File: config.mk
export PLATFORM = sky130hd
export DESIGN_NAME = lin_baud_sync
export DESIGN_NICKNAME = d
export VERILOG_FILES = /design/src/rtl/lin_baud_sync_pkg.sv /design/src/rtl/lbs_rx_edge.sv /design/src/rtl/lbs_break_judge.sv /design/src/rtl/lbs_window_counter.sv /design/src/rtl/lin_baud_sync.sv
export SDC_FILE = /design/constraint.sdc
export NUM_CORES = 1
export LEC_CHECK = 0
export BUFFER_PORTS_ARGS = -buffer_cell sky130_fd_sc_hd__buf_2
export CAP_MARGIN = 20
export CORE_ASPECT_RATIO = 1.2
export CORE_MARGIN = 2
export CORE_UTILIZATION = 65
export CTS_BUF_LIST = sky130_fd_sc_hd__clkbuf_8
export CTS_CLUSTER_DIAMETER = 100
export CTS_CLUSTER_SIZE = 30
export DETAILED_ROUTE_END_ITERATION = 8
export PLACE_DENSITY_LB_ADDON = 0.15
export SYNTH_ARGS = -nofsm -noshare
export SYNTH_HDL_FRONTEND = slang
export SYNTH_HIERARCHICAL = 1
export SYNTH_SLANG_ARGS = --single-unit
File: constraint.sdc
create_clock -name clk -period 12.4 [get_ports clk]
set_input_delay 2.48 -clock clk [delete_from_list [all_inputs] [get_ports clk]]
set_output_delay 2.48 -clock clk [all_outputs]
set_load 0.005 [all_outputs]
File: src/rtl/lin_baud_sync_pkg.sv
package lin_baud_sync_pkg;

  typedef enum logic [1:0] {
    ST_IDLE    = 2'd0,
    ST_BREAK   = 2'd1,
    ST_DELIM   = 2'd2,
    ST_MEASURE = 2'd3
  } sync_state_t;

  // Last prescaler value of one tick: F-1 clocks.
  function automatic logic [3:0] ovs_last(input logic ovs8);
    return ovs8 ? 4'd7 : 4'd15;
  endfunction

  // Break test: 8*L >= 13*F*(8*D+P); div_eighths carries 8*D+P.
  function automatic logic brk_long_enough(input logic [31:0] low_len,
                                           input logic [31:0] div_eighths,
                                           input logic        ovs8);
    logic [39:0] lhs;
    logic [39:0] rhs;
    lhs = {5'd0, low_len, 3'd0};
    rhs = 40'(div_eighths) * 40'(ovs8 ? 8'd104 : 8'd208);
    return lhs >= rhs;
  endfunction

endpackage

File: src/rtl/lbs_rx_edge.sv
module lbs_rx_edge (
  input  logic clk,
  input  logic rst_n,
  input  logic rxd,
  output logic fall_o,
  output logic rise_o
);
  logic meta_q;
  logic sync_q;
  logic prev_q;

  always_ff @(posedge clk or negedge rst_n) begin
    if (!rst_n) begin
      meta_q <= 1'b1;
      sync_q <= 1'b1;
      prev_q <= 1'b1;
    end else begin
      meta_q <= rxd;
      sync_q <= meta_q;
      prev_q <= sync_q;
    end
  end

  assign fall_o = prev_q & ~sync_q;
  assign rise_o = ~prev_q & sync_q;
endmodule

File: src/rtl/lbs_break_judge.sv
module lbs_break_judge #(
  parameter int LOW_W = 24,
  parameter int DIV_W = 16
) (
  input  logic             clk,
  input  logic             rst_n,
  input  logic             start_i,
  input  logic             run_i,
  input  logic             rise_i,
  input  logic             ovs8_i,
  input  logic [DIV_W-1:0] div_i,
  input  logic [2:0]       frac_i,
  output logic             pass_o,
  output logic             reject_o
);
  import lin_baud_sync_pkg::*;

  localparam logic [LOW_W-1:0] LOW_MAX = '1;

  logic [LOW_W-1:0] low_q;
  logic             long_enough;

  always_ff @(posedge clk or negedge rst_n) begin
    if (!rst_n) begin
      low_q <= '0;
    end else if (start_i) begin
      low_q <= LOW_W'(1);
    end else if (run_i && !rise_i && low_q != LOW_MAX) begin
      low_q <= low_q + 1'b1;
    end
  end

  assign long_enough = brk_long_enough(32'(low_q), 32'({div_i, frac_i}), ovs8_i);
  assign pass_o      = run_i & rise_i & long_enough;
  assign reject_o    = run_i & rise_i & ~long_enough;
endmodule

File: src/rtl/lbs_window_counter.sv
module lbs_window_counter #(
  parameter int MEAS_W = 19
) (
  input  logic              clk,
  input  logic              rst_n,
  input  logic              clear_i,
  input  logic              run_i,
  input  logic              ovs8_i,
  output logic [MEAS_W-1:0] count_next_o,
  output logic              sat_o
);
  import lin_baud_sync_pkg::*;

  localparam logic [MEAS_W-1:0] CNT_MAX = '1;

  logic [3:0]        pre_q;
  logic [MEAS_W-1:0] cnt_q;
  logic              tick;

  assign tick         = run_i && (pre_q == ovs_last(ovs8_i));
  assign count_next_o = (tick && cnt_q != CNT_MAX) ? cnt_q + 1'b1 : cnt_q;
  assign sat_o        = run_i && (count_next_o == CNT_MAX);

  always_ff @(posedge clk or negedge rst_n) begin
    if (!rst_n) begin
      pre_q <= '0;
      cnt_q <= '0;
    end else if (clear_i) begin
      pre_q <= '0;
      cnt_q <= '0;
    end else if (run_i) begin
      pre_q <= tick ? 4'd0 : pre_q + 4'd1;
      cnt_q <= count_next_o;
    end
  end
endmodule

File: src/rtl/lin_baud_sync.sv
module lin_baud_sync #(
  parameter  int MEAS_W = 19,
  localparam int DIV_W  = MEAS_W - 3,
  localparam int LOW_W  = MEAS_W + 5
) (
  input  logic             clk,
  input  logic             rst_n,
  input  logic             slave_en,
  input  logic             ovs8,
  input  logic             rxd,
  input  logic [DIV_W-1:0] div_int_init,
  input  logic [2:0]       div_frac_init,
  output logic [DIV_W-1:0] div_int,
  output logic [2:0]       div_frac,
  output logic             div_load,
  output logic             sync_fail
);
  import lin_baud_sync_pkg::*;

  sync_state_t       st_q, st_d;
  logic              fall, rise;
  logic              brk_start, brk_run, brk_pass, brk_reject;
  logic              meas_start, measuring, meas_done, meas_sat;
  logic [MEAS_W-1:0] meas_count;
  logic [2:0]        edge_q;
  logic [DIV_W-1:0]  div_q;
  logic [2:0]        frac_q;
  logic              loaded;
  logic              load_q, fail_q;

  lbs_rx_edge u_edge (
    .clk    (clk),
    .rst_n  (rst_n),
    .rxd    (rxd),
    .fall_o (fall),
    .rise_o (rise)
  );

  assign brk_start  = slave_en && st_q == ST_IDLE && fall;
  assign brk_run    = slave_en && st_q == ST_BREAK;
  assign meas_start = slave_en && st_q == ST_DELIM && fall;
  assign measuring  = slave_en && st_q == ST_MEASURE;

  lbs_break_judge #(.LOW_W(LOW_W), .DIV_W(DIV_W)) u_judge (
    .clk      (clk),
    .rst_n    (rst_n),
    .start_i  (brk_start),
    .run_i    (brk_run),
    .rise_i   (rise),
    .ovs8_i   (ovs8),
    .div_i    (div_int),
    .frac_i   (div_frac),
    .pass_o   (brk_pass),
    .reject_o (brk_reject)
  );

  lbs_window_counter #(.MEAS_W(MEAS_W)) u_window (
    .clk          (clk),
    .rst_n        (rst_n),
    .clear_i      (meas_start),
    .run_i        (measuring),
    .ovs8_i       (ovs8),
    .count_next_o (meas_count),
    .sat_o        (meas_sat)
  );

  assign meas_done = measuring && fall && edge_q == 3'd4 && !meas_sat;

  always_comb begin
    st_d = st_q;
    if (!slave_en) begin
      st_d = ST_IDLE;
    end else begin
      unique case (st_q)
        ST_IDLE:    if (fall) st_d = ST_BREAK;
        ST_BREAK: begin
          if (brk_pass)        st_d = ST_DELIM;
          else if (brk_reject) st_d = ST_IDLE;
        end
        ST_DELIM:   if (fall) st_d = ST_MEASURE;
        ST_MEASURE: if (meas_sat || meas_done) st_d = ST_IDLE;
        default:    st_d = ST_IDLE;
      endcase
    end
  end

  always_ff @(posedge clk or negedge rst_n) begin
    if (!rst_n) begin
      st_q   <= ST_IDLE;
      edge_q <= '0;
    end else begin
      st_q <= st_d;
      if (meas_start)             edge_q <= 3'd1;
      else if (measuring && fall) edge_q <= edge_q + 3'd1;
    end
  end

  always_ff @(posedge clk or negedge rst_n) begin
    if (!rst_n) begin
      div_q  <= '0;
      frac_q <= '0;
      loaded <= 1'b0;
      load_q <= 1'b0;
      fail_q <= 1'b0;
    end else begin
      load_q <= meas_done;
      fail_q <= meas_sat;
      if (meas_done) begin
        div_q  <= meas_count[MEAS_W-1:3];
        frac_q <= meas_count[2:0];
        loaded <= 1'b1;
      end
    end
  end

  assign div_int   = loaded ? div_q  : div_int_init;
  assign div_frac  = loaded ? frac_q : div_frac_init;
  assign div_load  = load_q;
  assign sync_fail = fail_q;
endmodule

==> results.sh, run 1 <==
export IMPL_grt_max_degree=78
export IMPL_cts_hold_fix_buffers=0
export IMPL_reg2reg_from="loaded"
export IMPL_relSlewSlack_pct=34.4
export IMPL_synth_edff_count=0
export IMPL_final_cell_mix="inv_1, ha_1, dfrtp_1"
export IMPL_path_class="in2reg"
export IMPL_r2r_slack_ns=5.59
export IMPL_power_switching_w=0.000485
export IMPL_tritoncts="built"
export IMPL_hp_start="u_edge/meta_q"
export IMPL_clk_latency_ns=0.38
export IMPL_tightest_slew_ns=0.984
export IMPL_hold_viol=0
export IMPL_comb_power_share_pct=57.9
export IMPL_die_width_um=101
export IMPL_cts_sinks=77
export IMPL_cts_setup_buffers=0
export IMPL_run_status="completed"
export IMPL_synth_area_mm2=0.00738
export IMPL_drive_gt1_share_pct=15.6
export IMPL_mostFrequentLayoutCell="inv_1"
export IMPL_initial_core_util_pct=66.9
export IMPL_initialDrtViolationCount=154
export IMPL_routed_wl_um=15200
export IMPL_rr_endpoint="st_q[0]"
export IMPL_yosysWarnings=6
export IMPL_antenna_found_initial=0
export IMPL_dp_hpwl_um=12000
export IMPL_fin_crit_sh_pct=65.4
export IMPL_synth_seq_area_share_pct=26.2
export IMPL_core_area_mm2=0.0110
export IMPL_overflow=0
export IMPL_async_flop_share_pct=100
export IMPL_hp_class="reg2reg"
export IMPL_synth_cells=760
export IMPL_drc=0
export IMPL_dr_pass1_iters=5
export IMPL_antenna_left=0
export IMPL_min_path_cells=0
export IMPL_routedWlPerCell_um=15.9
export IMPL_root_buffer="clkbuf_8"
export IMPL_skew_ns=0.0134
export IMPL_utilization_pct=72.6
export IMPL_cp_data_arrival_time_ns=8.37
export IMPL_worstPathMaxFanout=41
export IMPL_vias=5543
export IMPL_leakagePower_nw=4.09
export IMPL_cts_resized=0
export IMPL_synth_top_flop_cell="dfrtp_1"
export IMPL_finalSetupTns_ns=0
export IMPL_clkSlewWorstSetupHoldPaths_ns=0.08
export IMPL_rows=42
export IMPL_required_ns=12.66
export IMPL_grt_pass1_vias=5847
export IMPL_fmax_ghz=0.123
export IMPL_grtUsageTotal_pct=27.1
export IMPL_p_sw_share_pct=42.6
export IMPL_finalMaxSlewViolations=0
export IMPL_die_area_mm2=0.0122
export IMPL_reg2reg_depth=26
export IMPL_grt_first_pass_wirelength_um=26100
export IMPL_viasPerCell=5.79
export IMPL_synth_cell_types=72
export IMPL_hold_end="u_edge/sync_q"
export IMPL_avgSynthCellArea_um2=9.71
export IMPL_clockBufferDepth=2
export IMPL_syn_to_final_growth_pct=8.56
export IMPL_pin_count=45
export IMPL_rsz0062_at_grt="false"
export IMPL_cts_htree_levels=3
export IMPL_p_seq_share_pct=23.1
export IMPL_cp_start_kind="input pin"
export IMPL_diodes=0
export IMPL_synth_seq_cells=77
export IMPL_startpoint="ovs8"
export IMPL_dieHeight_um=121
export IMPL_fin_crit_ns=8.11
export IMPL_cts_buffers=9
export IMPL_routabilityCongestion=0.977
export IMPL_layout_nets=974
export IMPL_ir_worst_vdd_mv=0.0844
export IMPL_p_int_w=0.000653
export IMPL_p_clk_share_pct=19.0
export IMPL_port_buffer_count=44
export IMPL_p_per_area_mw_per_mm2=142
export IMPL_max_cap_violations=0
export IMPL_setup_viol=0
export IMPL_end_kind="flop"
-- stage by stage --
step / hold slack [ns] / setup slack, ns / power (W) / instances / instance area [µm²]
CTS: 0.370 / 4.39 / 0.00114 / 958 / 8010
global placement: 0.357 / 4.18 / 0.000890 / 942 / 7790
floorplan: 0.345 / 4.49 / 0.000788 / 776 / 7440
global route: 0.372 / 3.78 / 0.00126 / 958 / 8010
detailed placement: 0.357 / 3.99 / 0.000923 / 942 / 7790
finish: 0.373 / 4.29 / 0.00114 / 958 / 8010
-- synthesized netlist by cell type, drive strengths merged (2+ instances only) --
cell	count	share of area, %
dfrtp	74	25
mux2	40	7.0
a21o	12	1.2
nand2b	21	1.8
a31o	2	0.24
or4	2	0.25
nand4	15	1.4
xor2	29	3.4
xnor2	21	2.5
o21a	2	0.20
a21oi	33	2.3
a211oi	4	0.41
buf	3	0.37
o21ai	21	1.4
and4	7	0.83
a31oi	4	0.34
and2	10	0.88
nor2	60	3.1
o2111ai	2	0.24
ha	77	13
a41oi	4	0.73
or3	5	0.42
a21boi	5	0.51
mux2i	3	0.41
and3	6	0.53
a2111oi	2	0.34
conb	2	0.10
nor2b	19	1.6
dfstp	3	1.1
inv	79	4.0
nor3	15	1.2
nor3b	2	0.20
fa	52	14
or3b	2	0.27
nand3b	2	0.37
o211ai	5	0.51
nor4	2	0.25
nor4b	2	0.32
or2	3	0.25
clkbuf	10	0.51
nand2	66	3.4
nand3	23	1.7
-- worst max-delay path, cell delays in order --
cell and delay [ns]:
buf_2 0.44, nand2_1 0.18, fa_1 0.51, inv_1 0.05
fa_1 0.50, fa_1 0.50, ha_1 0.31, ha_1 0.37
o211ai_1 0.11, o21ai_1 0.23, o2111ai_1 0.17, a21oi_1 0.29
nor2_1 0.12, o21ai_0 0.20, xnor2_1 0.14, ha_1 0.26
a21oi_1 0.17, nor2b_1 0.08, o21ai_0 0.19, a211oi_1 0.11
a2111oi_1 0.43, and3_1 0.22, nor2_1 0.04, a22oi_1 0.16
a21boi_1 0.10
-- worst max-delay path by stage --
stage	slack (ns)	endpoint	depth (start not counted)
after CTS	4.39	st_q[0]	25
after floorplan	4.49	st_q[0]	25
final	4.29	st_q[0]	25
after global routing	3.78	st_q[0]	25
after detailed placement	3.99	st_q[0]	25
after global placement	4.18	st_q[0]	24
-- metal layers --
layer | GRT usage [%] | up-vias | wire length, µm | part of all wire (%)
met4 | 12.6 | 0 | 560 | 3.7
met1 | 32.9 | 2690 | 6500 | 43
met2 | 47.0 | 111 | 7690 | 51
met3 | 4.10 | 42 | 464 | 3.1
li1 | - | 2700 | - | -
met5 | 0 | - | 0 | 0
-- power groups by stage --
| stage | sequential, W | combinational [W] | clock [W] |
|---|---|---|---|
| final | 0.000263 | 0.000658 | 0.000217 |
| after CTS | 0.000263 | 0.000662 | 0.000219 |
| after global routing | 0.000264 | 0.000766 | 0.000229 |
| after detailed placement | 0.000268 | 0.000655 | 0 |
| after floorplan | 0.000265 | 0.000522 | 0 |
| after global placement | 0.000267 | 0.000623 | 0 |
-- cell type report --
cell class / count / area (µm²)
clock buffers: 9 / 124
flip-flops and latches: 77 / 1930
well taps: 132 / 165
multi-input cells: 607 / 5160
clock inverters: 7 / 92.6
repair buffers: 47 / 245
inverters: 79 / 297
fillers: 836 / 3020
-- logic make-up (layout without fill, tap and decap cells) --
kind of cell / Yosys count / count (layout) / share of synthesized area [%]
DFF: 77 / 77 / 26.2
adders and majority gates: 129 / 129 / 27.2
AOI/OAI and AO/OA: 103 / 103 / 9.34
muxes: 43 / 43 / 7.43
xor gates and xnor gates: 50 / 50 / 5.93
other: 2 / 18 / 0.102
buffers and inverters: 92 / 142 / 4.90
and+or+nand+nor: 264 / 264 / 19.0
-- flip-flops by register name (all words and copies together) (netlist names) --
name and flops:
frac_q 3, sync_fail 1, u_edge/sync_q 1, st_q 2, u_edge/prev_q 1, u_window/cnt_q 19, div_q 16, edge_q 3
loaded 1, div_load 1, u_window/pre_q 4, u_judge/low_q 24, u_edge/meta_q 1
Note: power is estimated with default switching activity, not from simulation.
==> run 2, diff against run 1 <==
Settings changed: CORE_UTILIZATION 65 to 64.
Clock period 12.4 ns to 7.8 ns, I/O delays scaled along.
==> run 2 against run 1 <==
Via count grew 0.69%. Clock power grew 59%. Routed wire length grew 0.25%. Power grew 58%. Hold slack gained 0.0069 ns. Non-clock buffer count shrank 1. Sequential cell count is the same. Final area grew 0.44%. Largest cell class unchanged.
==> results.sh, run 2 (synthesis results as in run 1) <==
export IMPL_setup_viol=0
export IMPL_core_area_mm2=0.0111
export IMPL_die_width_um=102
export IMPL_fin_crit_sh_pct=91.8
export IMPL_regMostFlops="u_judge/low_q"
export IMPL_end_kind="flop"
export IMPL_routabilityCongestion=0.916
export IMPL_cp_data_arrival_time_ns=7.40
export IMPL_cp_slowest_cell="fa_1"
export IMPL_run_status="completed"
export IMPL_fin_crit_ns=7.16
export IMPL_max_cap_violations=0
export IMPL_cts_sinks=77
export IMPL_final_cells=979
export IMPL_dr_pass1_iters=5
export IMPL_cp_start_kind="input pin"
export IMPL_finalMaxSlewViolations=0
export IMPL_largest_reg_flops=24
export IMPL_rsz0062_at_grt="false"
export IMPL_setup_slack_ns=0.642
export IMPL_leakagePower_nw=4.09
export IMPL_initialDrtViolationCount=185
export IMPL_routed_wl_um=15300
export IMPL_clockBufferDepth=2
export IMPL_root_buffer="clkbuf_8"
export IMPL_grt_pass1_vias=5788
export IMPL_overflow=0
export IMPL_p_per_area_mw_per_mm2=224
export IMPL_required_ns=8.05
export IMPL_clk_latency_ns=0.37
export IMPL_final_cell_mix="inv_1, ha_1, dfrtp_1"
export IMPL_relSlewSlack_pct=31.1
export IMPL_drc=0
export IMPL_hp_class="reg2reg"
export IMPL_slowest_delay_ns=0.53
export IMPL_fillerInstances=855
export IMPL_syn_to_final_growth_pct=9.04
export IMPL_cts_htree_levels=3
export IMPL_path_buf_inv=2
export IMPL_diodes=0
export IMPL_ir_worst_vdd_mv=0.117
export IMPL_tightest_slew_ns=1.03
export IMPL_dr_wl_met3_um=446
export IMPL_maxUsedRoutingLayer="met4"
export IMPL_dp_hpwl_um=12200
export IMPL_cts_setup_buffers=0
export IMPL_initial_core_util_pct=66.2
export IMPL_rows=42
export IMPL_dp_slack_ns=0.289
export IMPL_dieHeight_um=122
export IMPL_skew_ns=0.0139
export IMPL_top_regs="u_judge/low_q: 24 flops, u_window/cnt_q: 19 flops, div_q: 16 flops"
export IMPL_grtUsageTotal_pct=26.4
export IMPL_antenna_left=0
export IMPL_path_delay_family="adder cells"
export IMPL_grt_max_degree=78
export IMPL_die_area_mm2=0.0124
export IMPL_path_class="in2reg"
export IMPL_finalSetupTns_ns=0
export IMPL_wl_met2_um=8050
export IMPL_pin_count=45
export IMPL_viasPerCell=5.70
export IMPL_cts_buffers=9
export IMPL_clkSlewWorstSetupHoldPaths_ns=0.08
export IMPL_cts_resized=0
export IMPL_drive_gt1_share_pct=15.5
export IMPL_tritoncts="built"
export IMPL_worstPathMaxFanout=41
export IMPL_seqCellArea_mm2=0.00193
export IMPL_routedWlPerCell_um=15.6
export IMPL_port_buffer_count=44
export IMPL_antenna_found_initial=0
export IMPL_dp_cells=963
export IMPL_vias=5581
export IMPL_multiInputGateArea_mm2=0.00516
export IMPL_hold_viol=0
export IMPL_wl_met1_um=6360
export IMPL_grt_first_pass_wirelength_um=25700
export IMPL_mostFrequentLayoutCell="inv_1"
export IMPL_fmax_ghz=0.140
export IMPL_layout_nets=973
export IMPL_cts_hold_fix_buffers=0
==> run 2: cell types whose count changed in the layout (fill, tap and decap cells not counted), sizes merged <==
cell | previous run | this run
clkinv | 2 | 1
clkbuf | 9 | 10
buf | 47 | 46
==> run 2: area by class of cell <==
class                      instances  area share, %
inverter                          79           3.69
timing repair buffer              46           2.95
tap                              154           2.39
clock buffer                      10           1.71
sequential                        77           24.0
multi-input combinational        607           64.2
clock inverter                     6           1.09
==> run 2: worst paths after layout <==
check                         startpoint               end  slack (ns)  cells past startpoint
setup / recovery                    ovs8           st_q[0]        0.64                     25
hold / removal             u_edge/meta_q     u_edge/sync_q        0.38                      0
setup reg to reg                  loaded           st_q[0]        1.12                     25
hold reg to reg            u_edge/meta_q     u_edge/sync_q        0.38                      0
max in group asynchronous          rst_n         div_q[12]        5.84                      1
min in group asynchronous          rst_n  u_judge/low_q[2]        1.33                      1
==> run 2: power breakdown <==
group          switching [W]  internal (W)  total [W]  leakage [nW]
clock network       0.000157      0.000188   0.000345         0.110
registers          0.0000115      0.000407   0.000418          1.05
logic               0.000589      0.000451    0.00104          2.93
total               0.000757       0.00105    0.00180          4.09
==> run 2: through the flow <==
| stage | hold slack (ns) | instance area [µm²] | total power [W] | util [%] |
|---|---|---|---|---|
| final | 0.380 | 8050 | 0.00180 | 72.2 |
| after global placement | 0.364 | 7820 | 0.00142 | 70.2 |
| after CTS | 0.377 | 8050 | 0.00182 | 72.2 |
| after global routing | 0.383 | 8050 | 0.00199 | 72.2 |
| after floorplan | 0.345 | 7440 | 0.00125 | - |
| after detailed placement | 0.365 | 7820 | 0.00146 | 70.2 |
==> run 2: metal layers <==
metal	vias to the layer above	global-route usage, %
li1	2703	-
met1	2721	31.3
met2	123	47.5
met3	34	3.56
met4	0	11.3
met5	-	0
==> run 3, diff against run 2 <==
Settings changed: CORE_ASPECT_RATIO 1.2 to 0.75, HOLD_SLACK_MARGIN from default to 0.05, TNS_END_PERCENT from default to 5.
==> run 3 against run 2 <==
Sequential share of layout area about the same. Power fell by 0.21%. Maximum frequency is essentially flat. Via count grew 0.95%. Sequential power about the same. Global-route usage increased by 0.14 points. Combinational power is essentially flat. Clock power shrank 3%. Setup slack worse by 0.00073 ns. Sequential cell count did not move. Non-clock buffer count rose by 2. Largest cell class unchanged.
==> results.sh, run 3 (synthesis results as in run 1) <==
export IMPL_cts_setup_buffers=0
export IMPL_grtUsageTotal_pct=26.5
export IMPL_dieHeight_um=97.0
export IMPL_tightest_slew_ns=0.892
export IMPL_path_cells="buf_2 > nand2_1 > fa_1 > inv_1 > fa_1 > fa_1 > ha_1 > inv_1 > fa_1 > nand2b_1 > a21oi_1 > nor2_1 > o21ai_0 > xnor2_1 > ha_1 > a21o_1 > a21oi_1 > o311a_1 > nor4_1 > a2111oi_1 > and3_1 > nor2_1 > a22oi_1 > a21boi_1"
export IMPL_die_width_um=128
export IMPL_hold_viol=0
export IMPL_cp_data_arrival_time_ns=7.40
export IMPL_slowest_delay_ns=0.55
export IMPL_fillerInstances=845
export IMPL_die_area_mm2=0.0124
export IMPL_initial_core_util_pct=66.7
export IMPL_required_ns=8.05
export IMPL_setup_viol=0
export IMPL_fmax_ghz=0.140
export IMPL_syn_to_final_growth_pct=9.07
export IMPL_antenna_left=0
export IMPL_fin_crit_sh_pct=91.8
export IMPL_port_buffer_count=44
export IMPL_startpoint="ovs8"
export IMPL_final_cell_mix="inv_1, ha_1, dfrtp_1"
export IMPL_skew_ns=0.0110
export IMPL_path_class="in2reg"
export IMPL_fin_crit_ns=7.16
export IMPL_worstPathMaxFanout=41
export IMPL_routedWlPerCell_um=15.7
export IMPL_cts_buffers=9
export IMPL_r2r_slack_ns=1.11
export IMPL_hold_slack_ns=0.360
export IMPL_core_area_mm2=0.0111
export IMPL_leakagePower_nw=4.10
export IMPL_run_status="completed"
export IMPL_pin_count=45
export IMPL_max_cap_violations=0
export IMPL_dp_slack_ns=0.284
export IMPL_end_kind="flop"
export IMPL_relSlewSlack_pct=40.5
export IMPL_finalSetupTns_ns=0
export IMPL_top_regs="u_judge/low_q: 24 flops, u_window/cnt_q: 19 flops, div_q: 16 flops"
export IMPL_cts_sinks=77
export IMPL_vias=5634
export IMPL_ir_worst_vdd_mv=0.155
export IMPL_grt_first_pass_wirelength_um=26400
export IMPL_routed_wl_um=15100
export IMPL_regMostFlops="u_judge/low_q"
export IMPL_mostFrequentLayoutCell="inv_1"
export IMPL_path_common_cell="fa_1"
export IMPL_path_delay_family="adder cells"
export IMPL_root_buffer="clkbuf_8"
export IMPL_hp_start="u_edge/meta_q"
export IMPL_path_buf_inv=3
export IMPL_setup_slack_ns=0.642
export IMPL_dp_hpwl_um=11800
export IMPL_hp_class="reg2reg"
export IMPL_p_per_area_mw_per_mm2=224
export IMPL_routabilityCongestion=0.978
export IMPL_grt_max_degree=78
export IMPL_layout_nets=975
export IMPL_viasPerCell=5.83
export IMPL_rows=33
export IMPL_clk_latency_ns=0.36
export IMPL_rsz0062_at_grt="false"
export IMPL_reg2reg_from="loaded"
export IMPL_grt_pass1_vias=5701
export IMPL_cp_slowest_cell="fa_1"
export IMPL_diodes=0
export IMPL_rr_endpoint="st_q[0]"
export IMPL_hold_end="u_edge/sync_q"
export IMPL_overflow=0
export IMPL_drive_gt1_share_pct=15.6
export IMPL_drc=0
export IMPL_antenna_found_initial=0
export IMPL_reg2reg_depth=23
export IMPL_cts_hold_fix_buffers=0
export IMPL_cts_htree_levels=3
export IMPL_clockBufferDepth=2
export IMPL_cts_resized=0
export IMPL_clkSlewWorstSetupHoldPaths_ns=0.08
export IMPL_tritoncts="built"
export IMPL_initialDrtViolationCount=336
export IMPL_min_path_cells=0
export IMPL_finalMaxSlewViolations=0
export IMPL_largest_reg_flops=24
export IMPL_cp_start_kind="input pin"
export IMPL_dr_pass1_iters=5
[run 3: changes by cell type in the layout (fill, tap and decap cells not counted)]
| cell | before | now |
|---|---|---|
| clkinvlp_4 | 2 | 1 |
| nor3b_4 | 1 | 0 |
| buf_16 | 0 | 1 |
| buf_4 | 3 | 4 |
| inv_1 | 80 | 81 |
| clkinv_4 | 1 | 2 |
| nor3b_2 | 0 | 1 |
| clkbuf_8 | 10 | 9 |
[run 3: worst max path at each step]
stage,endpoint,slack [ns],cells after the start
floorplan,st_q[0],0.81,25
global placement,st_q[0],0.46,24
detailed placement,st_q[0],0.28,24
CTS,st_q[0],0.67,24
global route,st_q[0],0.10,24
finish,st_q[0],0.64,24
[run 3: worst reg2reg max path: stages, from the launching register on]
cell and delay (ns):
dfrtp_1 0.93, mux2_2 0.46, and2_1 0.20, fa_1 0.42, fa_1 0.51, fa_1 0.50, ha_1 0.31, inv_1 0.06
fa_1 0.45, nand2b_1 0.19, a21oi_1 0.25, nor2_1 0.08, o21ai_0 0.26, xnor2_1 0.17, ha_1 0.27, a21o_1 0.18
a21oi_1 0.16, o311a_1 0.20, nor4_1 0.06, a2111oi_1 0.44, and3_1 0.21, nor2_1 0.04, a22oi_1 0.15, a21boi_1 0.08
[run 3: power by group]
part	total (W)	switching (W)	internal, W
sequential	0.000418	0.0000110	0.000407
combinational	0.00105	0.000594	0.000454
clock	0.000334	0.000155	0.000179
total	0.00180	0.000760	0.00104
[run 3: stage by stage]
step | util [%] | area [µm²] | instances | total power [W]
after floorplan | - | 7440 | 776 | 0.00125
after global placement | 70.5 | 7800 | 950 | 0.00142
after detailed placement | 70.5 | 7800 | 950 | 0.00146
after CTS | 72.5 | 8020 | 966 | 0.00181
after global routing | 72.7 | 8050 | 967 | 0.00200
final | 72.7 | 8050 | 967 | 0.00180
[run 3: cell type report]
| class | count | area (µm²) | area share (%) |
|---|---|---|---|
| repair buffers | 48 | 273 | 3.39 |
| inverters | 79 | 297 | 3.68 |
| flip-flops and latches | 77 | 1930 | 24.0 |
| multi-input cells | 607 | 5160 | 64.1 |
| well taps | 140 | 175 | 2.18 |
| clock inverters | 7 | 92.6 | 1.15 |
| clock buffers | 9 | 124 | 1.54 |
[run 3: metal layers]
layer	routed length [µm]	GRT usage, %	share of wire (%)	vias up
met5	0	0	0	-
met4	289	7.61	1.9	0
met3	803	5.64	5.3	28
met2	6840	41.5	45	154
met1	7200	37.5	48	2756
li1	-	-	-	2696
